File: config.mk
export PLATFORM = sky130hd
export DESIGN_NAME = booth_mul_r2
export DESIGN_NICKNAME = d
export VERILOG_FILES = /design/src/rtl/booth_mul_pkg.sv /design/src/rtl/booth_recode.sv /design/src/rtl/booth_addsub.sv /design/src/rtl/booth_ctrl.sv /design/src/rtl/booth_mul_r2.sv
export SDC_FILE = /design/constraint.sdc
export NUM_CORES = 1
export LEC_CHECK = 0
export CORE_MARGIN = 2
export CORE_UTILIZATION = 46
export CTS_CLUSTER_DIAMETER = 120
export DETAILED_ROUTE_END_ITERATION = 12
export PLACE_DENSITY_LB_ADDON = 0.3
export SETUP_SLACK_MARGIN = 0.2
export SYNTH_ARGS = -nofsm -noshare
export SYNTH_HDL_FRONTEND = slang
export SYNTH_SLANG_ARGS = --single-unit
File: constraint.sdc
create_clock -name clk -period 3.3 [get_ports clk]
set_input_delay 0.33 -clock clk [delete_from_list [all_inputs] [get_ports clk]]
set_output_delay 0.33 -clock clk [all_outputs]
set_load 0.02 [all_outputs]
File: src/rtl/booth_mul_pkg.sv
package booth_mul_pkg;

  typedef enum logic [1:0] {
    BOOTH_NONE = 2'd0,
    BOOTH_ADD  = 2'd1,
    BOOTH_SUB  = 2'd2
  } booth_op_e;

  // Pair is {current multiplier bit, bit to its right}.
  function automatic booth_op_e booth_pick(input logic cur_bit, input logic right_bit);
    booth_op_e op;
    case ({cur_bit, right_bit})
      2'b10:   op = BOOTH_SUB;
      2'b01:   op = BOOTH_ADD;
      default: op = BOOTH_NONE;
    endcase
    return op;
  endfunction

endpackage

File: src/rtl/booth_recode.sv
module booth_recode
  import booth_mul_pkg::*;
(
  input  logic       en,
  input  logic [1:0] pair,
  output logic       do_add,
  output logic       do_sub
);

  booth_op_e op;

  always_comb begin
    op     = booth_pick(pair[1], pair[0]);
    do_add = en && (op == BOOTH_ADD);
    do_sub = en && (op == BOOTH_SUB);
  end

endmodule

File: src/rtl/booth_addsub.sv
module booth_addsub #(
  parameter int N = 8
) (
  input  logic [N:0]   upper,
  input  logic [N-1:0] operand,
  input  logic         do_add,
  input  logic         do_sub,
  output logic [N:0]   result
);

  localparam int EW = N + 1;

  logic [EW-1:0] opnd_ext;
  logic [EW-1:0] opnd_sel;
  logic [EW-1:0] carry_in;

  always_comb begin
    opnd_ext = {operand[N-1], operand};
    opnd_sel = do_sub ? ~opnd_ext : opnd_ext;
    carry_in = {{(EW-1){1'b0}}, do_sub};
    if (do_add || do_sub) result = upper + opnd_sel + carry_in;
    else                  result = upper;
  end

endmodule

File: src/rtl/booth_ctrl.sv
module booth_ctrl #(
  parameter int N = 8
) (
  input  logic clk,
  input  logic rst_n,
  input  logic start,
  output logic load,
  output logic busy,
  output logic last,
  output logic done
);

  localparam int CW = (N > 2) ? $clog2(N) : 1;
  localparam logic [CW-1:0] LAST_CNT = CW'(N - 1);

  logic [CW-1:0] iter_cnt;

  assign load = start && !busy;
  assign last = busy && (iter_cnt == LAST_CNT);

  always_ff @(posedge clk or negedge rst_n) begin
    if (!rst_n) begin
      busy     <= 1'b0;
      iter_cnt <= '0;
      done     <= 1'b0;
    end else begin
      done <= last;
      if (load) begin
        busy     <= 1'b1;
        iter_cnt <= '0;
      end else if (busy) begin
        if (last) busy <= 1'b0;
        else      iter_cnt <= iter_cnt + 1'b1;
      end
    end
  end

endmodule

File: src/rtl/booth_mul_r2.sv
module booth_mul_r2 #(
  parameter int N = 8
) (
  input  logic           clk,
  input  logic           rst_n,
  input  logic           start,
  input  logic [N-1:0]   mcand,
  input  logic [N-1:0]   mplier,
  output logic           done,
  output logic [2*N-1:0] product
);

  localparam int RW = 2 * N + 1;

  logic [RW-1:0] work;
  logic [N-1:0]  mcand_q;
  logic          load;
  logic          busy;
  logic          last;
  logic          op_add;
  logic          op_sub;
  logic [1:0]    pair;
  logic [N:0]    upper_ext;
  logic [N:0]    upper_new;

  assign pair      = work[1:0];
  assign upper_ext = {work[RW-1], work[RW-1:N+1]};
  assign product   = work[RW-1:1];

  booth_ctrl #(.N(N)) u_ctrl (
    .clk   (clk),
    .rst_n (rst_n),
    .start (start),
    .load  (load),
    .busy  (busy),
    .last  (last),
    .done  (done)
  );

  booth_recode u_recode (
    .en     (busy),
    .pair   (pair),
    .do_add (op_add),
    .do_sub (op_sub)
  );

  booth_addsub #(.N(N)) u_addsub (
    .upper   (upper_ext),
    .operand (mcand_q),
    .do_add  (op_add),
    .do_sub  (op_sub),
    .result  (upper_new)
  );

  always_ff @(posedge clk or negedge rst_n) begin
    if (!rst_n) begin
      work    <= '0;
      mcand_q <= '0;
    end else if (load) begin
      work    <= {{N{1'b0}}, mplier, 1'b0};
      mcand_q <= mcand;
    end else if (busy) begin
      // N+1-bit sum on top keeps the true sign; dropping bit 0 is the shift.
      work <= {upper_new, work[N:1]};
    end
  end

endmodule

==> metrics <==
maximum number of pins on one net before global-route repair 31; DIE WIDTH 65.40 µm; number of DRC violations after detailed routing 0; fraction of final layout cells with drive strength greater than 1 0.06250; total gr overflow 0; clock transition at the registers of the reported paths 0.07 ns; Gate Count Post-Synth 187; clock latency reported for the late side of the worst-skew pair 0.29 ns; Mapped Area roughly 1700 µm²; total power per unit cell area 1223 nW/µm²; Avg Cell Area, Syn slightly above 9 µm²; HPWL reported at the end of detailed placement 2699 µm; Peak VDD IR 0.0005915 V; hold violation count in the final report 0; crit end category flop; worst-margin pin slew 0.6186 ns; share of the yosys chip area belonging to registers 0.4329; count of flip-flops with a built-in enable after synthesis 0; part of the power in registers 0.264; number of cell rows 22; setup repair bufs after CTS 0; number of diodes 0; leading cell types by total area after synthesis sky130_fd_sc_hd__dfrtp_1, sky130_fd_sc_hd__nand2_1, sky130_fd_sc_hd__ha_1, sky130_fd_sc_hd__mux2i_1, sky130_fd_sc_hd__o21ai_0; average wire per standard cell 13.65 µm; max-cap violation count 0; flip-flop and latch count after synthesis 30; Arrival @ worst endpoint 2.65 ns; clock buffer count from CTS 5; starting density of the core 0.4773; io pins 36; final critical-path required period 2.498 ns; Clock Tree Root sky130_fd_sc_hd__clkbuf_8; H-Tree Level Count 2; Mapped Nets 216; count of routing violations after the opening detailed-route iteration 62; unrepaired setup endpoints after global routing no; launching element type of the critical path flop; via count 1,412; Hold Path Class input pin to async pin; area share of the largest cell type after synthesis 0.4329; number of library cell types mapped by synthesis 34; maximum fanout along the worst path 8; number of standard cells in the final layout excluding fillers about 270; IO buf count 35; most common cell in the synthesized netlist sky130_fd_sc_hd__nand2_1; clock tree from TritonCTS yes; instance count after placement with tap cells included 264; switching power 0.001217 W; number of buffers inserted for hold repair after clock tree synthesis 0; All-Layer GR Usage 0.2005; maximum number of buffers from clock root to sink 2; cell taking the most area after synthesis sky130_fd_sc_hd__dfrtp_1; count of final max-slew check failures 0; final worst clock skew 0.006765 ns; net count of the finished layout 252; placeable core area 3633 µm²; Combinational Power Share 0.621; max-slew headroom at the worst pin 0.5863; Int Pwr 0.001486 W; number of failing setup endpoints in the final timing report 0; initial antenna violation count 0; primary flip-flop cell chosen by synthesis mapping sky130_fd_sc_hd__dfrtp_1; fill count 340; drt pass-1 iters 4; Sw Ratio 0.4502; post-CTS sizing 0; clock sink count 30; cell types with the highest counts after synthesis sky130_fd_sc_hd__nand2_1, sky130_fd_sc_hd__dfrtp_1, sky130_fd_sc_hd__o21ai_0; via count of the first global-routing pass 1,357; Pleak 0.9972 nW; final setup TNS 0 ns; critical path class flop to flop; final WL ~3700 µm; fin crit share 0.7570; Max Clock Freq 400.3 MHz; first-pass GRT wire length 6444 µm; GPL Wtd Cong approximately 0.8; FFs w/ async S/R, synth 1.000; Post-Route Utilization 0.6081; footprint of the multi-input gates a little over 900 µm²; count of warnings emitted by yosys 0; power share of the clock group 0.114; die outline area 4277 µm²; area taken by flip-flops and latches 750.7 µm²; outcome completed; growth of design area from synthesis to finish 27.42%; die extent in y 65.40 µm; data required time at the worst endpoint 3.45 ns; count of nets left with antenna violations after detail routing 0; routed via count divided by cell count a little over 5
==> sequential cells by signal (all words and copies together) (netlist names) <==
signal,count
work,17
mcand_q,8
u_ctrl.done,1
u_ctrl.iter_cnt,3
u_ctrl.busy,1
==> critical path: stages (launching register included) <==
cell,delay (ns)
sky130_fd_sc_hd__dfrtp_1,0.39
sky130_fd_sc_hd__nand3b_1,0.45
sky130_fd_sc_hd__xnor2_1,0.29
sky130_fd_sc_hd__fa_1,0.48
sky130_fd_sc_hd__a211oi_1,0.22
sky130_fd_sc_hd__nor2_1,0.11
sky130_fd_sc_hd__o22ai_1,0.18
sky130_fd_sc_hd__xor2_1,0.16
sky130_fd_sc_hd__o21ai_0,0.08
==> final cells by class <==
cell class | instances | share of cell area
multi-input cells | 145 | 0.4179
flip-flops and latches | 30 | 0.3398
repair buffers | 37 | 0.1653
clock buffers | 6 | 0.03737
well taps | 48 | 0.02718
inverters | 4 | 0.006795
clock inverters | 2 | 0.005663
==> routing by layer <==
metal  share of wire  track usage  up-vias
met5               0            0        -
met3           0.039      0.05479        5
met2            0.46       0.3036       30
met1            0.49       0.2728      654
li1                -            -      723
met4           0.017      0.07813        0
==> power groups by stage <==
stage / registers (W) / logic (W) / clock network [W]
final: 0.000715 / 0.00168 / 0.000309
after global routing: 0.000742 / 0.00188 / 0.000339
after CTS: 0.000717 / 0.00169 / 0.000314
after detailed placement: 0.000722 / 0.00167 / 0
after global placement: 0.000713 / 0.00163 / 0
after floorplan: 0.000795 / 0.00115 / 0
==> cell families (layout without fill, tap and decap cells) <==
| logic type | count (synthesis) | count (layout) | synth area share |
|---|---|---|---|
| XOR/XNOR | 14 | 14 | 0.07071 |
| multiplexers | 10 | 10 | 0.05772 |
| flip-flops | 30 | 30 | 0.4329 |
| AO/OA/AOI/OAI | 44 | 44 | 0.1595 |
| AND/OR/NAND/NOR | 67 | 67 | 0.1681 |
| buffers and inverters | 12 | 49 | 0.03463 |
| adder cells (fa/ha/maj) | 10 | 10 | 0.07648 |
==> worst paths after layout <==
check / start / to / depth (start not counted) / slack (ns)
max: work[0]$_DFFE_PN0P_ / work[14]$_DFFE_PN0P_ / 8 / 0.80
max reg2reg: work[0]$_DFFE_PN0P_ / work[14]$_DFFE_PN0P_ / 8 / 0.80
min in group clk: mcand_q[5]$_DFFE_PN0P_ / mcand_q[5]$_DFFE_PN0P_ / 2 / 0.50
min reg2reg: mcand_q[5]$_DFFE_PN0P_ / mcand_q[5]$_DFFE_PN0P_ / 2 / 0.50
max in group asynchronous: rst_n / work[13]$_DFFE_PN0P_ / 2 / 2.58
min: rst_n / work[3]$_DFFE_PN0P_ / 2 / 0.43
==> layout by cell type (no fill, tap or decap), drive strengths merged <==
| cell type | n |
|---|---|
| a211oi | 5 |
| and2 | 3 |
| clkinvlp | 1 |
| clkinv | 1 |
| and3 | 4 |
| a31oi | 3 |
| fa | 1 |
| nand2 | 43 |
| nor2b | 3 |
| nand3 | 3 |
| dfrtp | 30 |
| o221ai | 2 |
| buf | 2 |
| or2 | 1 |
| xnor2 | 9 |
| a31o | 2 |
| a21oi | 8 |
| clkdlybuf4s50 | 35 |
| nor2 | 6 |
| o22ai | 1 |
| nor3 | 2 |
| xor2 | 5 |
| a21boi | 1 |
| nand3b | 1 |
| clkbuf | 6 |
| mux2i | 10 |
| o21ai | 19 |
| nor4 | 1 |
| a32oi | 2 |
| a21o | 1 |
| inv | 4 |
| ha | 9 |
==> metrics by stage <==
step                worst slack [ns]  instance area [µm²]  power (W)  hold slack (ns)
finish                        0.8020                 2210   0.002702           0.4333
global route                  0.5668                 2210   0.002966           0.4732
CTS                           0.7894                 2210   0.002717           0.4486
detailed placement            0.8095                 2115   0.002387           0.4943
global placement              0.8500                 2115   0.002347           0.4872
floorplan                      1.189                 1734   0.001947          0.03441
Note: power is estimated with default switching activity, not from simulation.
